## src/rtl/vpic_pkg.sv

```systemverilog
package vpic_pkg;
    localparam int VEC_W    = 16;
    localparam int NUM_RST  = 3;
    localparam int NUM_SRC  = NUM_RST + 2;
    localparam int SRC_GEN  = 0;
    localparam int SRC_R75  = NUM_RST;
    localparam int SRC_TRAP = NUM_SRC - 1;
    localparam logic [VEC_W-1:0] VEC_BASE = 16'h0024;
    localparam int VEC_STEP = 8;

    typedef struct packed {
        logic               ie;
        logic [NUM_RST-1:0] mask;
        logic               take;
        logic               ack;
        logic [VEC_W-1:0]   vec;
    } ctl_t;
endpackage

```

## src/rtl/vpic_edge_latch.sv

```systemverilog
module vpic_edge_latch (
    input  logic clk,
    input  logic rst_n,
    input  logic lvl,
    input  logic sw_clr,
    input  logic accept,
    output logic seen,
    output logic pend
);
    logic prev_d, prev_q;
    logic pend_d, pend_q;
    logic rise;

    always_comb begin
        rise   = lvl & ~prev_q;
        prev_d = lvl;
        pend_d = (pend_q | rise) & ~(accept | sw_clr);
    end

    always_ff @(posedge clk or negedge rst_n) begin
        if (!rst_n) begin
            prev_q <= 1'b0;
            pend_q <= 1'b0;
        end else begin
            prev_q <= prev_d;
            pend_q <= pend_d;
        end
    end

    assign seen = pend_q | rise;
    assign pend = pend_q;
endmodule

```

## src/rtl/vpic_mask_gate.sv

```systemverilog
module vpic_mask_gate #(
    parameter int NUM_RST = 3,
    localparam int N = NUM_RST + 2
) (
    input  logic               trap,
    input  logic [NUM_RST-1:0] rst_lvl,
    input  logic               gen,
    input  logic [NUM_RST-1:0] mask,
    input  logic               ie,
    input  logic               bus_held,
    output logic [N-1:0]       elig
);
    assign elig[N-1] = trap & ~bus_held;
    assign elig[0]   = gen & ie & ~bus_held;

    for (genvar i = 0; i < NUM_RST; i++) begin : g_rst
        assign elig[i+1] = rst_lvl[i] & ~mask[i] & ie & ~bus_held;
    end
endmodule

```

## src/rtl/vpic_arbiter.sv

```systemverilog
module vpic_arbiter #(
    parameter int N = 5,
    parameter int VEC_W = 16,
    parameter logic [VEC_W-1:0] BASE = 16'h0024,
    parameter int STEP = 8
) (
    input  logic [N-1:0]     elig,
    output logic [N-1:0]     grant,
    output logic             any,
    output logic [VEC_W-1:0] vec
);
    logic blocked;

    always_comb begin
        blocked = 1'b0;
        grant   = '0;
        for (int i = N - 1; i >= 0; i--) begin
            grant[i] = elig[i] & ~blocked;
            blocked  = blocked | elig[i];
        end
        any = blocked;
    end

    always_comb begin
        vec = '0;
        for (int i = 0; i < N; i++) begin
            if (grant[i]) begin
                if (i == N - 1)
                    vec = BASE;
                else if (i == 0)
                    vec = '0;
                else
                    vec = BASE + VEC_W'(STEP * i);
            end
        end
    end
endmodule

```

## src/rtl/vpic_top.sv

```systemverilog
module vpic_top
    import vpic_pkg::*;
(
    input  logic              clk,
    input  logic              rst_n,
    input  logic              trap_req,
    input  logic              rst75_req,
    input  logic              rst65_req,
    input  logic              rst55_req,
    input  logic              gen_req,
    input  logic              boundary,
    input  logic              bus_held,
    input  logic              en_set,
    input  logic              en_clr,
    input  logic              mask_wr,
    input  logic [NUM_RST-1:0] mask_data,
    input  logic              clr75_pend,
    output logic              take,
    output logic [VEC_W-1:0]  vec_addr,
    output logic              gen_ack,
    output logic [7:0]        status
);
    ctl_t ctl_d, ctl_q;

    logic               seen75, pend75;
    logic [NUM_RST-1:0] rst_lvl;
    logic [NUM_SRC-1:0] elig, grant;
    logic               any;
    logic [VEC_W-1:0]   win_vec;
    logic               accept75;

    assign accept75 = boundary & grant[SRC_R75];

    vpic_edge_latch u_lat75 (
        .clk    (clk),
        .rst_n  (rst_n),
        .lvl    (rst75_req),
        .sw_clr (clr75_pend),
        .accept (accept75),
        .seen   (seen75),
        .pend   (pend75)
    );

    assign rst_lvl = {seen75, rst65_req, rst55_req};

    vpic_mask_gate #(.NUM_RST(NUM_RST)) u_gate (
        .trap     (trap_req),
        .rst_lvl  (rst_lvl),
        .gen      (gen_req),
        .mask     (ctl_q.mask),
        .ie       (ctl_q.ie),
        .bus_held (bus_held),
        .elig     (elig)
    );

    vpic_arbiter #(
        .N(NUM_SRC), .VEC_W(VEC_W), .BASE(VEC_BASE), .STEP(VEC_STEP)
    ) u_arb (
        .elig  (elig),
        .grant (grant),
        .any   (any),
        .vec   (win_vec)
    );

    always_comb begin
        ctl_d      = ctl_q;
        ctl_d.take = 1'b0;
        ctl_d.ack  = 1'b0;
        ctl_d.vec  = '0;
        if (mask_wr)
            ctl_d.mask = mask_data;
        if (boundary && any) begin
            ctl_d.take = 1'b1;
            ctl_d.ack  = grant[SRC_GEN];
            ctl_d.vec  = win_vec;
            ctl_d.ie   = 1'b0;
        end else if (en_clr) begin
            ctl_d.ie = 1'b0;
        end else if (en_set) begin
            ctl_d.ie = 1'b1;
        end
    end

    always_ff @(posedge clk or negedge rst_n) begin
        if (!rst_n) begin
            ctl_q      <= '0;
            ctl_q.mask <= '1;
        end else begin
            ctl_q <= ctl_d;
        end
    end

    assign take     = ctl_q.take;
    assign gen_ack  = ctl_q.ack;
    assign vec_addr = ctl_q.vec;
    assign status   = {trap_req, rst55_req, rst65_req, pend75, ctl_q.ie, ctl_q.mask};
endmodule

```

## config.mk

```make
export PLATFORM = sky130hd
export DESIGN_NAME = vpic_top
export DESIGN_NICKNAME = d
export VERILOG_FILES = /design/src/rtl/vpic_pkg.sv /design/src/rtl/vpic_edge_latch.sv /design/src/rtl/vpic_mask_gate.sv /design/src/rtl/vpic_arbiter.sv /design/src/rtl/vpic_top.sv
export SDC_FILE = /design/constraint.sdc
export NUM_CORES = 1
export LEC_CHECK = 0
export BUFFER_PORTS_ARGS = -buffer_cell sky130_fd_sc_hd__buf_2
export CAP_MARGIN = 25
export CORE_UTILIZATION = 44
export CTS_CLUSTER_DIAMETER = 50
export DETAILED_ROUTE_END_ITERATION = 8
export HOLD_SLACK_MARGIN = 0.03
export PLACE_DENSITY_LB_ADDON = 0.25
export SLEW_MARGIN = 20
export SYNTH_ARGS = -nofsm -noshare
export SYNTH_HDL_FRONTEND = slang
export SYNTH_SLANG_ARGS = --single-unit
```

## constraint.sdc

```tcl
create_clock -name clk -period 2.94 [get_ports clk]
set_input_delay 0.441 -clock clk [delete_from_list [all_inputs] [get_ports clk]]
set_output_delay 0.441 -clock clk [all_outputs]
set_load 0.03 [all_outputs]
```

* Word level (Yosys, flattened, before mapping)
Cells that the tools add are included.
** Cells by class
- Muxes and demuxes :: 8
- Bitwise logic cells :: 35
- Reductions and logical operators :: 2
** Operators by type and width (count)
- 2-to-1 mux 6 bit :: 4
- bitwise AND 1 bit :: 19
- 2-to-1 mux 18 bit :: 1
- inverter 1 bit :: 10
- bitwise OR 1 bit :: 6
- 2-to-1 mux 1 bit :: 3
- nonzero test 3 bit :: 1
- logical AND 1 bit :: 1
** Word-level totals
- Register bits :: 24
- Output and inout bits :: 26
- Logic and storage cells :: 52
- Input bits :: 16

* Depth between registers and ports, before layout
- Depth after elaboration :: 15
- Mapped depth :: 4
- Depth with buffers taken out :: 4

* Hierarchy
Synthesis repeated with hierarchy kept, for this count alone.
** Unflattened totals
- Cell total of the unflattened synthesis :: 90
- Area, all modules :: 1094.8 um2
** By module, submodules not included
- vpic_top :: cells each 52, area an instance 780.7 um2, times used 1, seq. area each 554.3 um2
- vpic_arbiter :: cells each 27, area an instance 176.4 um2, times used 1, seq. area each 0.0 um2
- vpic_edge_latch :: cells each 6, area an instance 81.3 um2, times used 1, seq. area each 50.0 um2
- vpic_mask_gate :: cells each 5, area an instance 56.3 um2, times used 1, seq. area each 0.0 um2

* Worst setup path before layout
No wires, ideal clock.
- Path kind :: register -> register
- From :: reg, netlist name status[0]
- To :: reg ctl_q (netlist bit status[3])
- Buffers on the path :: 0
- Data arrival time :: 1.198 ns
- Setup slack :: 1.661 ns
- Setup time :: 0.080 ns
- Stages on the path, launching flop included :: 5
- Data required time :: 2.860 ns
- Period minus slack after synthesis :: 1.279 ns
- Cell sequence :: dfstp_2 nor2b_4 o31ai_2 a31oi_4 nor3_2
** Between the ends
- Word-level cells in the longest chain between the ends :: 8
- Elaborated cells on any way between the ends :: 9
- Those cells by class :: 1 x mux; 6 x bitwise; 2 x reduce/logical
** RTL lines
- inverter 1 bit (*) :: RTL line vpic_mask_gate.sv:17 : assign elig[i+1] = rst_lvl[i] & ~mask[i] & ie & ~bus_held;
- bitwise AND 1 bit (*) (3 in series) :: RTL line vpic_mask_gate.sv:17
- bitwise OR 1 bit (*) (2 in series) :: RTL line vpic_arbiter.sv:19 : blocked = blocked | elig[i];
- logical AND 1 bit (*) :: RTL line vpic_top.sv:72 : if (boundary && any) begin
- nonzero test 3 bit (no source line) or 2-to-1 mux 1 bit (tied branches)
- to (signal assigned) :: RTL line vpic_top.sv:89 : ctl_q <= ctl_d;
- to (decl) :: RTL line vpic_top.sv:23 : ctl_t ctl_d, ctl_q;
Mark *: on every way between the ends. The rest lies on a longest branch, timed or not.
A chain may end at the register's enable or synchronous reset.

* Worst setup path in the final report
- From :: reg, netlist name status[0]
- To :: out status[0]
** RTL lines
- to (decl) :: RTL line vpic_top.sv:21 : output logic [7:0] status
No word-level cell between the ends.

==> results.txt <==
The leakage component of the power came out at between 0.4 and 0.5 nW. The post-layout utilization of the core is 0.573. The count of TritonRoute iterations in the first routing pass came out at 3. The detailed-placement wirelength estimate is 857 µm.

The fraction of layout cells with a size suffix above 1 is 0.540. For this block, the initial DRC count from the detailed router was 10. The post-detailed-route DRC marker count came out at 0.

The H-tree depth is 1. The required time of the worst setup path is 2.50 ns. The via count normalized by instance count came out at roughly 4.6. The via total after detailed routing is 466. The initial antenna violation count is 0.

The clock transition at the registers of the reported paths came out at 0.07 ns. CTS placed an instance of clkbuf_4 at the clock tree root. The remaining antenna violation count came out at 0. The global-route total usage across every layer is 0.170. Power spread over the standard cell area amounts to between 400 and 500 nW/µm². The number of instances in the synthesized netlist is 60.

Summed over all layers, the routed wires come to 1.04 mm. The area of the core is 1370 µm². The critical path goes through buf_2. The pin count of the biggest net entering global routing is 12. The number of warnings reported in the yosys synthesis log came out at 0. Counting flops with a built-in enable in the synthesized netlist gives 0. The number of rows in the core area is 13. The final setup violation count is 0. Global routing finished with a remaining overflow of 0.

The startpoint type of the worst setup path is a register. The slowest stage of the critical path is the dfstp_2 cell. The total of buffers placed on input and output ports is 29.

The post-synthesis average cell area came out at 11.3 µm². The final period demand of the worst path is 1.47 ns. The cell family contributing the most delay on the critical path is flip-flops. The congestion estimate from routability-driven global placement came to between 0.7 and 0.8. Setup slack on the critical path of the routed design comes to 1.47 ns. For the worst-skew pair, the clock arrives at the later sink with an insertion delay of 0.27 ns. The wire length of the first global-routing pass came out at 1.75 mm.

The critical path in this run is classified as register to output pin. Counting both buffers and inverters, the worst setup path holds a total of 1. The sink count of the clock tree is 11.

The number of clock buffers inserted by TritonCTS is 3. The die area is 1700 µm². Summed over all instances, the cell type with the most area after synthesis is dfrtp_1. The final-layout setup total negative slack came out at 0 ns. The number of storage elements in the synthesis netlist came out at 11.

The final count of hold timing violations came out at 0. The number of library cell types mapped by synthesis came out at 24. The number of max-cap violations is 0.

The final layout contains 104 nets. On the final layout, the worst clock skew is ~0.0042 ns. The critical path arrival came out at slightly above 1 ns. The routed wire length per instance is roughly 10 µm. The number of top-level pins is 42.

The number of pins with negative max-slew slack in the final report came out at 0. Yosys instantiated no cell more often than buf_4. By count the netlist is led by 18 x buf_4, 8 x dfrtp_1, 3 x a21oi_1, 3 x dfstp_2, 3 x inv_1. The repair_antennas step left the layout with diodes totalling 0.

The CTS tree is done. Timing analysis after detailed placement gives a worst setup slack of 1.61 ns. The highest cell delay on the worst timing path came out at 0.56 ns. The clock passes through at most 2 buffers. The flow ran to the end, and the final reports show no timing, DRC or antenna violations.

In the synthesized netlist the dominant register cell turns out to be dfrtp_1. The cell area that synthesis handed to floorplanning was approximately 680 µm². Of all nets on the critical path, the largest fanout is 3. STA classifies the critical path endpoint as an output pin. The worst setup slack for register-to-register paths is 1.71 ns. The height of the die is 41.2 µm. The class of the tightest hold or removal check is input pin to register. The via count of the first global-routing pass is 424.

The ratio of final minimum period to clock period came out at 0.498. The share of Yosys cell area claimed by the top area cell type is 0.296. After clock tree synthesis, the setup repair step added 0 buffers. Setup repair after global routing left no endpoint under its margin. The initial utilization of the core area, before any placement, comes to 0.495. The maximum clock frequency is 682 MHz.

The floorplan die width came out at 41.2 µm. The maximum vdd ir drop is 0.271 mV. For this run, asynchronously set or reset flops after synthesis account for 1.00. The sequential area share after synthesis came out at 0.412. Ranked by total cell area, the synthesized netlist is headed by dfrtp_1 30%, buf_4 20%, dfstp_2 12%. The area added between synthesis and finish came out at 15.7%.
-- repair_timing --
item                                   in CTS  in global routing
endpoints found under the hold margin       8                  0
resized for setup                           0                  0
hold buffers                                1                  0
-- power by group --
| group | total, mW | leakage (nW) | internal [mW] | switching [mW] |
|---|---|---|---|---|
| Sequential | 0.171 | 0.137 | 0.164 | 0.00734 |
| Clock | 0.102 | 0.0150 | 0.0525 | 0.0497 |
| Combinational | 0.103 | 0.279 | 0.0323 | 0.0710 |
| Total | 0.377 | 0.431 | 0.248 | 0.128 |
-- path summary, 6_finish.rpt --
| check | cells past startpoint | from | endpoint |
|---|---|---|---|
| max reg2reg | 4 | status[0] | status[3] |
| min reg2reg | 2 | status[2] | status[2] |
| max | 1 | status[0] | status[0] |
| min | 1 | rst75_req | u_lat75.prev_q |
| min in group asynchronous | 2 | rst_n | vec_addr[4] |
| max in group asynchronous | 2 | rst_n | status[0] |
-- placed cells by master, fill, tap and decap left out, drive strengths merged, types with 3 or more instances in the layout --
| cell | netlist | routed |
|---|---|---|
| inv | 3 | 3 |
| conb | 1 | 12 |
| clkbuf | 0 | 4 |
| buf | 18 | 29 |
| a21oi | 3 | 3 |
| dfrtp | 8 | 8 |
| dfstp | 3 | 3 |
-- area by class of cell --
type                    instances  area (µm²)
flip-flops and latches         11         279
multi-input cells              39         293
well taps                      15        18.8
fillers                       131         583
clock buffers                   4        26.3
inverters                       3        11.3
repair buffers                 30         155
-- through the flow --
stage / power (mW) / area, µm² / cells / hold WS (ns)
after floorplan: 0.265 / 718 / 71 / 0.145
after global placement: 0.276 / 747 / 97 / 0.314
after detailed placement: 0.277 / 747 / 97 / 0.318
after CTS: 0.382 / 783 / 102 / 0.287
after global routing: 0.404 / 783 / 102 / 0.275
final: 0.377 / 783 / 102 / 0.295
-- metal layers --
metal  track usage  part of all wire  vias up
li1              -                 -      228
met3        0.0652             0.057        2
met1         0.188              0.43      214
met5             0                 0        -
met4        0.0968            0.0096        0
met2         0.277              0.50       22
-- state kept, by name, indices dropped and copies added, names as in the netlist --
register and count:
status 4, gen_ack 1, vec_addr 3, u_lat75.prev_q 1
u_lat75.pend 1, take 1
-- cell families after synthesis --
logic type             after synthesis  synth area share
other                                1           0.00554
DFF                                 11             0.412
buffers and inverters               21             0.216
AOI/OAI and AO/OA                   12             0.168
and+or+nand+nor                     13             0.165
muxes                                2            0.0333
No activity file was read; power rests on OpenSTA's default activity.
